===== src/rtl/dragon_pkg.sv =====
package dragon_pkg;

  typedef enum logic [1:0] {
    LS_E  = 2'd0,
    LS_SC = 2'd1,
    LS_SM = 2'd2,
    LS_M  = 2'd3
  } line_st_t;

  typedef enum logic [1:0] {
    BC_IDLE  = 2'd0,
    BC_READ  = 2'd1,
    BC_UPD   = 2'd2,
    BC_WB    = 2'd3
  } bus_cmd_t;

  typedef enum logic [1:0] {
    OP_READ    = 2'd0,
    OP_WRITE   = 2'd1,
    OP_REPLACE = 2'd2,
    OP_RSVD    = 2'd3
  } cpu_op_t;

  typedef enum logic [2:0] {
    F_IDLE,
    F_WB,
    F_RD,
    F_RD_RSP,
    F_UPD,
    F_UPD_RSP
  } fsm_t;

  function automatic logic is_owner(line_st_t s);
    return (s == LS_SM) || (s == LS_M);
  endfunction

endpackage


===== src/rtl/dragon_line_store.sv =====
module dragon_line_store
  import dragon_pkg::*;
#(
  parameter int IDX_W  = 3,
  parameter int TAG_W  = 5,
  parameter int DATA_W = 16
) (
  input  logic              clk,
  input  logic              rst,
  input  logic [IDX_W-1:0]  a_idx,
  output logic              a_valid,
  output logic [TAG_W-1:0]  a_tag,
  output line_st_t          a_state,
  output logic [DATA_W-1:0] a_data,
  input  logic [IDX_W-1:0]  b_idx,
  output logic              b_valid,
  output logic [TAG_W-1:0]  b_tag,
  output line_st_t          b_state,
  output logic [DATA_W-1:0] b_data,
  input  logic              f_meta_we,
  input  logic              f_data_we,
  input  logic [IDX_W-1:0]  f_idx,
  input  logic              f_valid,
  input  logic [TAG_W-1:0]  f_tag,
  input  line_st_t          f_state,
  input  logic [DATA_W-1:0] f_data,
  input  logic              s_we,
  input  logic              s_data_we,
  input  logic [IDX_W-1:0]  s_idx,
  input  line_st_t          s_state,
  input  logic [DATA_W-1:0] s_data
);
  localparam int LINES = 1 << IDX_W;

  logic [LINES-1:0]  valid_q;
  logic [TAG_W-1:0]  tag_mem  [LINES];
  line_st_t          st_mem   [LINES];
  logic [DATA_W-1:0] data_mem [LINES];

  // Valid bits are the only reset state; arrays are plain RAM.
  always_ff @(posedge clk) begin
    if (rst) begin
      valid_q <= '0;
    end else if (f_meta_we) begin
      valid_q[f_idx] <= f_valid;
    end
  end

  always_ff @(posedge clk) begin
    if (f_meta_we) begin
      tag_mem[f_idx] <= f_tag;
      st_mem[f_idx]  <= f_state;
    end else if (s_we) begin
      st_mem[s_idx]  <= s_state;
    end
  end

  always_ff @(posedge clk) begin
    if (f_data_we) begin
      data_mem[f_idx] <= f_data;
    end else if (s_data_we) begin
      data_mem[s_idx] <= s_data;
    end
  end

  assign a_valid = valid_q[a_idx];
  assign a_tag   = tag_mem[a_idx];
  assign a_state = st_mem[a_idx];
  assign a_data  = data_mem[a_idx];
  assign b_valid = valid_q[b_idx];
  assign b_tag   = tag_mem[b_idx];
  assign b_state = st_mem[b_idx];
  assign b_data  = data_mem[b_idx];

endmodule


===== src/rtl/dragon_snoop.sv =====
module dragon_snoop
  import dragon_pkg::*;
#(
  parameter int ADDR_W = 8,
  parameter int DATA_W = 16,
  parameter int IDX_W  = 3
) (
  input  logic                    clk,
  input  logic                    rst,
  input  logic                    snp_valid,
  input  logic [1:0]              snp_cmd,
  input  logic [ADDR_W-1:0]       snp_addr,
  input  logic [DATA_W-1:0]       snp_wdata,
  output logic [IDX_W-1:0]        b_idx,
  input  logic                    b_valid,
  input  logic [ADDR_W-IDX_W-1:0] b_tag,
  input  line_st_t                b_state,
  input  logic [DATA_W-1:0]       b_data,
  output logic                    s_we,
  output logic                    s_data_we,
  output line_st_t                s_state,
  output logic [DATA_W-1:0]       s_data,
  output logic                    snp_shared,
  output logic                    snp_supply,
  output logic [DATA_W-1:0]       snp_data
);
  bus_cmd_t cmd;
  logic     tag_hit, is_rd, is_upd, owner;

  assign cmd     = bus_cmd_t'(snp_cmd);
  assign b_idx   = snp_addr[IDX_W-1:0];
  assign is_rd   = snp_valid && (cmd == BC_READ);
  assign is_upd  = snp_valid && (cmd == BC_UPD);
  assign tag_hit = b_valid && (b_tag == snp_addr[ADDR_W-1:IDX_W]);
  assign owner   = is_owner(b_state);

  always_comb begin
    s_we      = tag_hit && (is_rd || is_upd);
    s_data_we = tag_hit && is_upd;
    s_data    = snp_wdata;
    if (is_upd)     s_state = LS_SC;
    else if (owner) s_state = LS_SM;
    else            s_state = LS_SC;
  end

  always_ff @(posedge clk) begin
    if (rst) begin
      snp_shared <= 1'b0;
      snp_supply <= 1'b0;
      snp_data   <= '0;
    end else begin
      snp_shared <= tag_hit && (is_rd || is_upd);
      snp_supply <= tag_hit && is_rd && owner;
      snp_data   <= (tag_hit && is_rd && owner) ? b_data : '0;
    end
  end

endmodule


===== src/rtl/dragon_cpu_fsm.sv =====
module dragon_cpu_fsm
  import dragon_pkg::*;
#(
  parameter int ADDR_W = 8,
  parameter int DATA_W = 16,
  parameter int IDX_W  = 3
) (
  input  logic                    clk,
  input  logic                    rst,
  input  logic                    cpu_req,
  input  logic [1:0]              cpu_op,
  input  logic [ADDR_W-1:0]       cpu_addr,
  input  logic [DATA_W-1:0]       cpu_wdata,
  output logic                    cpu_done,
  output logic [DATA_W-1:0]       cpu_rdata,
  input  logic                    snp_valid,
  input  logic                    bus_gnt,
  input  logic                    bus_shared_in,
  input  logic [DATA_W-1:0]       bus_rdata,
  output logic                    bus_req,
  output logic [1:0]              bus_cmd,
  output logic [ADDR_W-1:0]       bus_addr,
  output logic [DATA_W-1:0]       bus_wdata,
  output logic [IDX_W-1:0]        a_idx,
  input  logic                    a_valid,
  input  logic [ADDR_W-IDX_W-1:0] a_tag,
  input  line_st_t                a_state,
  input  logic [DATA_W-1:0]       a_data,
  output logic                    f_meta_we,
  output logic                    f_data_we,
  output logic [IDX_W-1:0]        f_idx,
  output logic                    f_valid,
  output logic [ADDR_W-IDX_W-1:0] f_tag,
  output line_st_t                f_state,
  output logic [DATA_W-1:0]       f_data
);
  localparam int TAG_W = ADDR_W - IDX_W;

  fsm_t              st;
  cpu_op_t           op_q;
  cpu_op_t           op_in;
  logic [ADDR_W-1:0] addr_q, cur_addr;
  logic [DATA_W-1:0] wdata_q;
  logic [TAG_W-1:0]  cur_tag;
  logic              accept, hit, dirty, excl;

  assign op_in    = cpu_op_t'(cpu_op);
  assign accept   = (st == F_IDLE) && cpu_req && !cpu_done && !snp_valid;
  assign cur_addr = (st == F_IDLE) ? cpu_addr : addr_q;
  assign a_idx    = cur_addr[IDX_W-1:0];
  assign cur_tag  = cur_addr[ADDR_W-1:IDX_W];
  assign hit      = a_valid && (a_tag == cur_tag);
  assign dirty    = a_valid && is_owner(a_state);
  assign excl     = (a_state == LS_E) || (a_state == LS_M);

  // Array write requests.
  always_comb begin
    f_meta_we = 1'b0;
    f_data_we = 1'b0;
    f_idx     = a_idx;
    f_valid   = 1'b1;
    f_tag     = cur_tag;
    f_state   = a_state;
    f_data    = wdata_q;
    case (st)
      F_IDLE: begin
        if (accept && op_in == OP_WRITE && hit && excl) begin
          f_meta_we = 1'b1;
          f_data_we = 1'b1;
          f_state   = LS_M;
          f_data    = cpu_wdata;
        end else if (accept && op_in == OP_REPLACE && hit && !dirty) begin
          f_meta_we = 1'b1;
          f_valid   = 1'b0;
        end
      end
      F_WB: begin
        if (bus_gnt && op_q == OP_REPLACE) begin
          f_meta_we = 1'b1;
          f_valid   = 1'b0;
        end
      end
      F_RD_RSP: begin
        f_meta_we = 1'b1;
        f_data_we = 1'b1;
        if (op_q == OP_READ) f_state = bus_shared_in ? LS_SC : LS_E;
        else                 f_state = bus_shared_in ? LS_SM : LS_M;
        f_data = (op_q == OP_READ || bus_shared_in) ? bus_rdata : wdata_q;
      end
      F_UPD: begin
        f_data_we = bus_gnt;
      end
      F_UPD_RSP: begin
        f_meta_we = 1'b1;
        f_state   = bus_shared_in ? LS_SM : LS_M;
      end
      default: ;
    endcase
  end

  always_ff @(posedge clk) begin
    if (rst) begin
      st        <= F_IDLE;
      op_q      <= OP_READ;
      addr_q    <= '0;
      wdata_q   <= '0;
      cpu_done  <= 1'b0;
      cpu_rdata <= '0;
      bus_req   <= 1'b0;
      bus_cmd   <= BC_IDLE;
      bus_addr  <= '0;
      bus_wdata <= '0;
    end else begin
      cpu_done <= 1'b0;
      case (st)
        F_IDLE: begin
          if (accept) begin
            op_q    <= op_in;
            addr_q  <= cpu_addr;
            wdata_q <= cpu_wdata;
            if (op_in == OP_REPLACE || op_in == OP_RSVD) begin
              if (op_in == OP_REPLACE && hit && dirty) begin
                bus_req   <= 1'b1;
                bus_cmd   <= BC_WB;
                bus_addr  <= {a_tag, a_idx};
                bus_wdata <= a_data;
                st        <= F_WB;
              end else begin
                cpu_done <= 1'b1;
              end
            end else if (hit) begin
              if (op_in == OP_READ || excl) begin
                cpu_done  <= 1'b1;
                cpu_rdata <= (op_in == OP_READ) ? a_data : cpu_rdata;
              end else begin
                bus_req   <= 1'b1;
                bus_cmd   <= BC_UPD;
                bus_addr  <= cpu_addr;
                bus_wdata <= cpu_wdata;
                st        <= F_UPD;
              end
            end else if (dirty) begin
              bus_req   <= 1'b1;
              bus_cmd   <= BC_WB;
              bus_addr  <= {a_tag, a_idx};
              bus_wdata <= a_data;
              st        <= F_WB;
            end else begin
              bus_req  <= 1'b1;
              bus_cmd  <= BC_READ;
              bus_addr <= cpu_addr;
              st       <= F_RD;
            end
          end
        end
        F_WB: begin
          if (bus_gnt) begin
            if (op_q == OP_REPLACE) begin
              bus_req  <= 1'b0;
              bus_cmd  <= BC_IDLE;
              cpu_done <= 1'b1;
              st       <= F_IDLE;
            end else begin
              bus_cmd  <= BC_READ;
              bus_addr <= addr_q;
              st       <= F_RD;
            end
          end
        end
        F_RD: begin
          if (bus_gnt) begin
            bus_req <= 1'b0;
            bus_cmd <= BC_IDLE;
            st      <= F_RD_RSP;
          end
        end
        F_RD_RSP: begin
          if (op_q == OP_WRITE && bus_shared_in) begin
            bus_req   <= 1'b1;
            bus_cmd   <= BC_UPD;
            bus_addr  <= addr_q;
            bus_wdata <= wdata_q;
            st        <= F_UPD;
          end else begin
            cpu_done  <= 1'b1;
            cpu_rdata <= (op_q == OP_READ) ? bus_rdata : cpu_rdata;
            st        <= F_IDLE;
          end
        end
        F_UPD: begin
          if (bus_gnt) begin
            bus_req <= 1'b0;
            bus_cmd <= BC_IDLE;
            st      <= F_UPD_RSP;
          end
        end
        F_UPD_RSP: begin
          cpu_done <= 1'b1;
          st       <= F_IDLE;
        end
        default: st <= F_IDLE;
      endcase
    end
  end

endmodule


===== src/rtl/dragon_cache_ctrl.sv =====
module dragon_cache_ctrl
  import dragon_pkg::*;
#(
  parameter int ADDR_W = 8,
  parameter int DATA_W = 16,
  parameter int LINES  = 8
) (
  input  logic              clk,
  input  logic              rst,
  input  logic              cpu_req,
  input  logic [1:0]        cpu_op,
  input  logic [ADDR_W-1:0] cpu_addr,
  input  logic [DATA_W-1:0] cpu_wdata,
  output logic              cpu_done,
  output logic [DATA_W-1:0] cpu_rdata,
  output logic              bus_req,
  output logic [1:0]        bus_cmd,
  output logic [ADDR_W-1:0] bus_addr,
  output logic [DATA_W-1:0] bus_wdata,
  input  logic              bus_gnt,
  input  logic              bus_shared_in,
  input  logic [DATA_W-1:0] bus_rdata,
  input  logic              snp_valid,
  input  logic [1:0]        snp_cmd,
  input  logic [ADDR_W-1:0] snp_addr,
  input  logic [DATA_W-1:0] snp_wdata,
  output logic              snp_shared,
  output logic              snp_supply,
  output logic [DATA_W-1:0] snp_data
);
  localparam int IDX_W = $clog2(LINES);
  localparam int TAG_W = ADDR_W - IDX_W;

  logic [IDX_W-1:0]  a_idx, b_idx, f_idx, s_idx;
  logic              a_valid, b_valid;
  logic [TAG_W-1:0]  a_tag, b_tag, f_tag;
  line_st_t          a_state, b_state, f_state, s_state;
  logic [DATA_W-1:0] a_data, b_data, f_data, s_data;
  logic              f_meta_we, f_data_we, f_valid, s_we, s_data_we;

  assign s_idx = b_idx;

  dragon_line_store #(.IDX_W(IDX_W), .TAG_W(TAG_W), .DATA_W(DATA_W)) i_store (
    .clk(clk), .rst(rst),
    .a_idx(a_idx), .a_valid(a_valid), .a_tag(a_tag), .a_state(a_state), .a_data(a_data),
    .b_idx(b_idx), .b_valid(b_valid), .b_tag(b_tag), .b_state(b_state), .b_data(b_data),
    .f_meta_we(f_meta_we), .f_data_we(f_data_we), .f_idx(f_idx), .f_valid(f_valid),
    .f_tag(f_tag), .f_state(f_state), .f_data(f_data),
    .s_we(s_we), .s_data_we(s_data_we), .s_idx(s_idx), .s_state(s_state), .s_data(s_data)
  );

  dragon_snoop #(.ADDR_W(ADDR_W), .DATA_W(DATA_W), .IDX_W(IDX_W)) i_snoop (
    .clk(clk), .rst(rst),
    .snp_valid(snp_valid), .snp_cmd(snp_cmd), .snp_addr(snp_addr), .snp_wdata(snp_wdata),
    .b_idx(b_idx), .b_valid(b_valid), .b_tag(b_tag), .b_state(b_state), .b_data(b_data),
    .s_we(s_we), .s_data_we(s_data_we), .s_state(s_state), .s_data(s_data),
    .snp_shared(snp_shared), .snp_supply(snp_supply), .snp_data(snp_data)
  );

  dragon_cpu_fsm #(.ADDR_W(ADDR_W), .DATA_W(DATA_W), .IDX_W(IDX_W)) i_fsm (
    .clk(clk), .rst(rst),
    .cpu_req(cpu_req), .cpu_op(cpu_op), .cpu_addr(cpu_addr), .cpu_wdata(cpu_wdata),
    .cpu_done(cpu_done), .cpu_rdata(cpu_rdata),
    .snp_valid(snp_valid), .bus_gnt(bus_gnt), .bus_shared_in(bus_shared_in),
    .bus_rdata(bus_rdata), .bus_req(bus_req), .bus_cmd(bus_cmd), .bus_addr(bus_addr),
    .bus_wdata(bus_wdata),
    .a_idx(a_idx), .a_valid(a_valid), .a_tag(a_tag), .a_state(a_state), .a_data(a_data),
    .f_meta_we(f_meta_we), .f_data_we(f_data_we), .f_idx(f_idx), .f_valid(f_valid),
    .f_tag(f_tag), .f_state(f_state), .f_data(f_data)
  );

endmodule


===== config.mk =====
export PLATFORM = sky130hd
export DESIGN_NAME = dragon_cache_ctrl
export DESIGN_NICKNAME = d
export VERILOG_FILES = /design/src/rtl/dragon_pkg.sv /design/src/rtl/dragon_line_store.sv /design/src/rtl/dragon_snoop.sv /design/src/rtl/dragon_cpu_fsm.sv /design/src/rtl/dragon_cache_ctrl.sv
export SDC_FILE = /design/constraint.sdc
export NUM_CORES = 1
export LEC_CHECK = 0
export BUFFER_PORTS_ARGS = -buffer_cell sky130_fd_sc_hd__buf_2
export CAP_MARGIN = 0
export CORE_UTILIZATION = 65
export DETAILED_ROUTE_END_ITERATION = 10
export PLACE_DENSITY = 0.86
export SYNTH_ARGS = -nofsm -noshare
export SYNTH_HDL_FRONTEND = slang
export SYNTH_SLANG_ARGS = --single-unit

===== constraint.sdc =====
create_clock -name clk -period 7.7 [get_ports clk]
set_input_delay 1.155 -clock clk [delete_from_list [all_inputs] [get_ports clk]]
set_output_delay 1.155 -clock clk [all_outputs]
set_load 0.02 [all_outputs]

==> run_results.csv, run 1 <==
group,metric,value,unit
outcome,status,"complete, no violations",
floorplan,die-area,22900,µm²
critical_path,slowest_delay,1.02,ns
final_layout,diodes,0,
logic_synthesis,seq_area_frac_synth,0.517,
sta,rsz0062_at_grt,"no",
cts,cts.clk_slew.worst_paths,0.06,ns
critical_path,startpoint_type,"register",
final_layout,drive_gt1_frac,0.227,
critical_path,worstPathCellList,"or3_1 -> a21oi_4 -> mux2i_1 -> o21ai_0 -> nor3_1 -> inv_1 -> ha_1 -> o21ai_1 -> a31o_2 -> a31oi_2 -> nor3_1",
global_route,grt_max_degree,106,
critical_path,reg2reg_slack,2.03,ns
placement,finalWeightedCongestion,0.940,
critical_path,end_kind,"register",
floorplan,num_io_pins,136,
sta,min_period,5.67,ns
sta,max-slew-margin-rel,0.224,
logic_synthesis,yosys.cell_types.count,71,
final_layout,fin_nets,1452,
pwr,power.total,3.97,mW
routing,vias,11827,
pwr,p_leak,6.04,nW
pwr,powerDensity,243,nW/µm²
logic_synthesis,postSynthCellCount,1276,
floorplan,initial_core_util,0.664,
run,max_cap_violations,0,
cts,post_cts_buffers,0,
sta,fin_crit_sh,0.736,
routing,ant_nets,0,
sta,finalMaxSlewViolations,0,
global_route,grt_pass1_vias,11416,
logic_synthesis,synth-edff-count,184,
global_route,overflow,0,
cts,cts_resized,0,
sta,worst_pin_slew,1.15,ns
logic_synthesis,synth_top_cell_area_share,0.380,
cts,cts_buffer_depth,3,
critical_path,r2r_cells,11,
routing,viasPerCell,7.05,
cts,clkSinkCount,283,
routing,drcViolationCount,0,
logic_synthesis,async_flop_share,0,
logic_synthesis,ys.flop_type,"edfxtp_1",
final_layout,final.fill_count,1481,
placement,dp_hpwl,27.5,mm
floorplan,die_width,151,µm
logic_synthesis,synth_seq_cells,283,
logic_synthesis,synth_warnings,0,
sta,setup_viol,0,
final_layout,synthToLayoutAreaGrowth,12.5,%
routing,dr.pass1.iters,7,
pwr,ir_drop,0.204,mV
critical_path,slowest_stage,"a21oi_4",
hold_path,hold_path_end,"i_fsm.cpu_rdata[10]",
logic_synthesis,syn-num-nets,1353,
critical_path,crit_required,7.88,ns
routing,wl_per_cell,25.0,µm
logic_synthesis,syn_avg_cell_area,11.4,µm²
hold_path,min_from,"i_fsm.cpu_rdata[10]",
critical_path,crit_path_frequent_cell,"nor3_1",
critical_path,worstReg2RegEnd,"i_store.tag_mem[5][4]",
cts,clkLatencyLatePin,0.56,ns
cts,h-tree-depth,1,
hold_path,hold_class,"reg -> reg",
sta,hold_viol_final,0,
global_route,antenna_found_initial,0,
routing,routed_wl,42.0,mm
floorplan,dieHeight,151,µm
global_route,grt_pass1_wl,63.7,mm
logic_synthesis,synth_area,14500,µm²
critical_path,crit_path_max_fanout,36,
critical_path,critPathKind,"reg -> reg",
critical_path,crit-reg2reg-launch,"i_fsm.st[2]",
critical_path,worstPathArrival,5.86,ns
logic_synthesis,ys_top_cells_by_area,"edfxtp_1 38%, dfxtp_1 14%, mux4_2 7.4%",
floorplan,core,21900,µm²
global_route,grt_usage,0.375,
cts,cts_tree,"done",
cts,numCtsBuffers,29,
logic_synthesis,synth_top_area_cell,"edfxtp_1",
placement,port_buffers,135,
sta,max_freq,176,MHz
sta,clock_skew,0.0105,ns
hold_path,min_path_cells,2,
cts,cts_hold_buffers,0,
cts,root_buffer,"clkbuf_16",
sta,tns,0,ns
floorplan,rows,54,
routing,dr.first_iter.drc_count,1319,
[metal layers]
layer | wire length (µm) | GRT usage | up-vias
met2 | 20200 | 0.621 | 926
met3 | 4690 | 0.0557 | 170
met4 | 2490 | 0.209 | 0
met5 | 0 | 0 | -
met1 | 14600 | 0.474 | 5639
li1 | - | - | 5092
[worst max-delay path, delay by kind of cell, from the launching register on]
family          cells  cell delay, ns
compound gates      5            1.91
simple gates        3            2.15
fa+ha+maj           1            0.24
flops               1            0.59
mux                 1            0.27
buf+inv             1            0.12
[worst max-delay path by stage]
stage	from	to	slack, ns	cells after the start
CTS	i_fsm.st[2]	i_store.tag_mem[3][1]	2.18	11
finish	i_fsm.st[2]	i_store.tag_mem[5][4]	2.03	11
detailed placement	cpu_addr[0]	i_store.tag_mem[3][4]	1.92	12
global route	i_fsm.st[2]	i_store.tag_mem[5][1]	1.68	11
global placement	cpu_addr[0]	i_store.tag_mem[5][1]	2.11	12
floorplan	snp_addr[0]	i_store.data_mem[0][0]	2.54	10
[where the power goes]
part / switching [mW] / total, mW / internal [mW]
Sequential: 0.0388 / 1.73 / 1.69
Combinational: 0.556 / 0.869 / 0.312
Clock: 0.589 / 1.37 / 0.784
[cells in the mapped netlist, types with 30 or more instances]
master      n
o21ai_0    32
mux2_2     30
mux4_2     48
edfxtp_1  184
clkbuf_1   71
nor2_1    109
dfxtp_1    99
nand2_1   130
o211ai_1   41
nand2b_1   31
mux2i_1    88
a21oi_1    77
[cell usage in the layout (no fill, tap or decap), drive strengths merged, types with 4 or more instances in the layout]
cell / synthesis / final
or2: 9 / 9
clkbuf: 71 / 39
or4: 4 / 4
nand2b: 31 / 31
nand3: 19 / 19
a31oi: 5 / 5
a21boi: 4 / 4
a21o: 19 / 19
o22ai: 11 / 11
a311oi: 4 / 4
inv: 18 / 19
a22oi: 10 / 10
clkinvlp: 0 / 4
nor2: 109 / 109
o21ai: 35 / 35
mux4: 48 / 48
nor3b: 8 / 8
o32ai: 14 / 14
xnor2: 9 / 9
nor3: 15 / 15
xor2: 4 / 4
a221o: 19 / 19
nand2: 130 / 130
a222oi: 13 / 13
o211ai: 41 / 41
mux2: 30 / 30
clkinv: 1 / 8
a21oi: 78 / 78
a221oi: 20 / 20
o221ai: 8 / 8
nor2b: 10 / 10
edfxtp: 184 / 184
nand3b: 6 / 6
and2: 19 / 19
dfxtp: 99 / 99
and3: 4 / 4
mux2i: 89 / 89
buf: 26 / 165
a211oi: 9 / 9
[final cells by class]
type,instances,area [µm²],area share
clock buffers,39,783,0.0479
clock inverters,14,145,0.00888
repair buffers,165,901,0.0551
flip-flops and latches,283,7510,0.459
well taps,280,350,0.0214
inverters,19,71.3,0.00437
multi-input cells,877,6580,0.403
[cell families (layout without fill, tap and decap cells)]
family | after synthesis | in the layout | share of synthesized area
flops | 283 | 283 | 0.517
simple gates | 380 | 380 | 0.123
fa+ha+maj | 3 | 3 | 0.00258
compound gates | 314 | 314 | 0.157
mux | 167 | 167 | 0.160
buf+inv | 116 | 237 | 0.0338
xor+xnor | 13 | 13 | 0.00784
[through the flow]
stage               utilization  setup WS (ns)  instance area [µm²]  instances  hold slack, ns
global placement          0.704           2.11                15400       1624           0.439
finish                    0.746           2.03                16300       1677           0.454
global route              0.746           1.68                16300       1677           0.476
detailed placement        0.704           1.92                15400       1624           0.441
CTS                       0.746           2.18                16300       1677           0.457
floorplan                     -           2.54                14500       1276           0.444
[sequential cells by signal (all words and copies together) (netlist names)]
register / flops
i_store.st_mem: 16
i_snoop.snp_shared: 1
i_snoop.snp_data: 16
i_snoop.snp_supply: 1
i_fsm.wdata_q: 16
i_fsm.bus_req: 1
i_fsm.cpu_done: 1
i_fsm.addr_q: 8
i_fsm.cpu_rdata: 16
i_fsm.bus_wdata: 16
i_fsm.bus_addr: 8
i_fsm.st: 3
i_fsm.bus_cmd: 2
i_store.data_mem: 128
i_fsm.op_q: 2
i_store.valid_q: 8
i_store.tag_mem: 40
No activity file was read; power rests on OpenSTA's default activity.
==> inputs of run 2 (changes only) <==
- ABC_AREA: unset -> 1
- CORE_UTILIZATION: 65 -> 60
- PLACE_DENSITY: 0.86 -> 0.8
- clock period: 7.7 -> 5.33 ns (I/O delays scaled with it)
==> run 2 against run 1 <==
Net effect:
- global-route usage fell by 2.6 points
- critical path type unchanged
- clock power rose by 54%
- die area rose by 9.1%
- utilization fell by 4.7 points
- sequential cell count did not move
- non-clock buffer count rose by 7
- setup slack got worse by 1.4 ns
==> run_results.csv, run 2 <==
group,metric,value,unit
critical_path,reg2reg_slack,0.66,ns
placement,port_buffers,135,
final_layout,regMostFlops,"i_store.data_mem",
cts,cts_resized,0,
routing,vias,13667,
critical_path,crit_path_max_fanout,33,
critical_path,crit_required,5.79,ns
sta,tns,0,ns
final_layout,final_common_cell,"nand2_1",
floorplan,initial_core_util,0.618,
final_layout,diodes,0,
sta,worst_pin_slew,1.03,ns
logic_synthesis,synth-edff-count,184,
global_route,antenna_found_initial,1,
sta,finalWorstSetupSlack,0.658,ns
sta,finalMaxSlewViolations,0,
final_layout,fin_nets,1971,
logic_synthesis,yosys.cell_types.count,47,
critical_path,slowest_stage,"inv_1",
logic_synthesis,ys.flop_type,"edfxtp_1",
outcome,status,"complete, no violations",
final_layout,synthToLayoutAreaGrowth,13.1,%
logic_synthesis,syn-num-nets,1866,
cts,clkLatencyLatePin,0.59,ns
logic_synthesis,seq_area_frac_synth,0.513,
critical_path,crit_buf_inv,3,
critical_path,crit_family,"simple AND/OR/NAND/NOR gates",
global_route,grt_pass1_vias,12515,
routing,ant_nets,0,
cts,cts_tree,"done",
critical_path,worstPathCellList,"nor2_4 -> nand2_2 -> nand2_1 -> nand2_1 -> nor2_4 -> nand2_1 -> inv_1 -> nand2_1 -> nand4_1 -> inv_1 -> ha_1 -> o21ai_0 -> nand2_1 -> nand3b_1 -> nand2_1 -> inv_2 -> nand3_4 -> nand2_1 -> nand2_1 -> nor2_1",
placement,finalWeightedCongestion,0.921,
logic_synthesis,async_flop_share,0,
critical_path,crit-reg2reg-launch,"i_fsm.st[0]",
cts,cts_buffer_depth,3,
logic_synthesis,synth_top_area_cell,"edfxtp_1",
sta,setup_viol,0,
floorplan,die_width,158,µm
floorplan,core,23700,µm²
hold_path,hold_class,"reg -> reg",
logic_synthesis,ys_top_cells_by_area,"edfxtp_1 38%, dfxtp_1 14%, nand2_1 11%",
sta,hold_viol_final,0,
critical_path,worstReg2RegEnd,"i_fsm.bus_wdata[0]",
cts,cts.clk_slew.worst_paths,0.06,ns
final_layout,final_cell_mix,"445 x nand2_1, 219 x nor2_1, 190 x o21ai_0",
critical_path,startpoint_type,"register",
cts,h-tree-depth,1,
logic_synthesis,synth_top_cell_area_share,0.377,
pwr,ir_drop,0.313,mV
routing,wl_per_cell,19.6,µm
critical_path,endpoint,"i_fsm.bus_wdata[0]",
logic_synthesis,synth_seq_cells,283,
final_layout,largest_reg_flops,128,
sta,rsz0062_at_grt,"no",
global_route,grt_usage,0.349,
global_route,grt_pass1_wl,66.7,mm
sta,min_period,4.67,ns
routing,viasPerCell,6.11,
logic_synthesis,ys_top_cells_by_count,"445 x nand2_1, 220 x nor2_1, 190 x o21ai_0, 184 x edfxtp_1, 137 x inv_1",
logic_synthesis,synth_warnings,0,
placement,place_ws,0.696,ns
critical_path,crit_path_frequent_cell,"nand2_1",
critical_path,startpoint,"i_fsm.st[0]",
final_layout,drive_gt1_frac,0.140,
run,max_cap_violations,0,
logic_synthesis,syn_avg_cell_area,8.18,µm²
cts,numCtsBuffers,30,
sta,fin_crit_sh,0.877,
global_route,grt_max_degree,59,
routing,drcViolationCount,0,
placement,dp_hpwl,29.8,mm
floorplan,dieHeight,158,µm
critical_path,slowest_delay,0.55,ns
sta,max_freq,214,MHz
final_layout,top_regs,"i_store.data_mem x128, i_store.tag_mem x40",
pwr,p_leak,7.00,nW
cts,post_cts_buffers,0,
cts,cts_hold_buffers,0,
sta,clock_skew,0.0293,ns
pwr,powerDensity,508,nW/µm²
floorplan,num_io_pins,136,
floorplan,die-area,25000,µm²
critical_path,critPathKind,"reg -> reg",
cts,root_buffer,"clkbuf_16",
global_route,overflow,0,
cts,clkSinkCount,283,
sta,max-slew-margin-rel,0.314,
logic_synthesis,yosysMostFrequentCell,"nand2_1",
critical_path,end_kind,"register",
logic_synthesis,synth_area,14600,µm²
routing,routed_wl,43.9,mm
logic_synthesis,postSynthCellCount,1789,
critical_path,r2r_cells,20,
routing,dr.first_iter.drc_count,1538,
floorplan,rows,56,
routing,dr.pass1.iters,8,
critical_path,worstPathArrival,5.13,ns
critical_path,cp.depth,20,
run 2: changes by cell type in the layout (fill, tap and decap cells not counted), sizes merged, moves of 31 or more:
cell	delta
mux4	-48
inv	+129
nand2b	-31
nand3	+86
mux2i	-89
o21ai	+170
nor2	+119
nand2	+328
run 2: how the worst min path moves through the flow:
stage	from	endpoint	cells past startpoint
finish	i_fsm.cpu_rdata[15]	i_fsm.cpu_rdata[15]	2
global route	i_fsm.cpu_rdata[11]	i_fsm.cpu_rdata[11]	2
CTS	i_fsm.cpu_rdata[15]	i_fsm.cpu_rdata[15]	2
detailed placement	i_fsm.cpu_rdata[12]	i_fsm.cpu_rdata[12]	2
global placement	i_fsm.bus_cmd[1]	i_fsm.bus_cmd[1]	2
floorplan	i_fsm.addr_q[7]	i_fsm.addr_q[7]	2
run 2: layout make-up:
| class | count | area [µm²] |
|---|---|---|
| clock buffer | 37 | 797 |
| clock inverter | 19 | 198 |
| fill | 1955 | 7120 |
| inverter | 154 | 578 |
| multi-input combinational | 1253 | 6130 |
| sequential | 283 | 7510 |
| tap | 319 | 399 |
| timing repair buffer | 172 | 953 |
run 2: power by group:
group	internal, mW	switching, mW
Clock	1.21	0.897
Sequential	2.75	0.122
Combinational	0.981	2.45
Total	4.94	3.47
run 2: cell families (layout without fill, tap and decap cells):
logic type,Yosys count,after routing,synth area share
fa+ha+maj,3,3,0.00256
xor+xnor,3,3,0.00179
compound gates,408,408,0.168
flops,283,283,0.513
simple gates,839,839,0.245
buf+inv,253,382,0.0691
run 2: stage by stage:
stage	instance area, µm²	power [mW]	hold WS [ns]	std cells	utilization
after CTS	16600	8.36	0.465	2237	0.699
final	16600	8.41	0.465	2237	0.699
after detailed placement	15600	6.27	0.453	2181	0.657
after floorplan	14600	5.22	0.450	1789	-
after global placement	15600	6.21	0.449	2181	0.657
after global routing	16600	8.83	0.473	2237	0.699
run 2: metal layers:
| layer | up-vias | part of all wire | GRT usage |
|---|---|---|---|
| met5 | - | 0.00023 | 0 |
| met2 | 759 | 0.48 | 0.575 |
| met1 | 6408 | 0.38 | 0.439 |
| met3 | 166 | 0.083 | 0.0479 |
| li1 | 6332 | - | - |
| met4 | 2 | 0.060 | 0.207 |
run 2: tightest hold or removal path: stages (launching register included):
cell	delay [ns]
dfxtp_1	0.31
nand2_1	0.06
a21oi_1	0.05
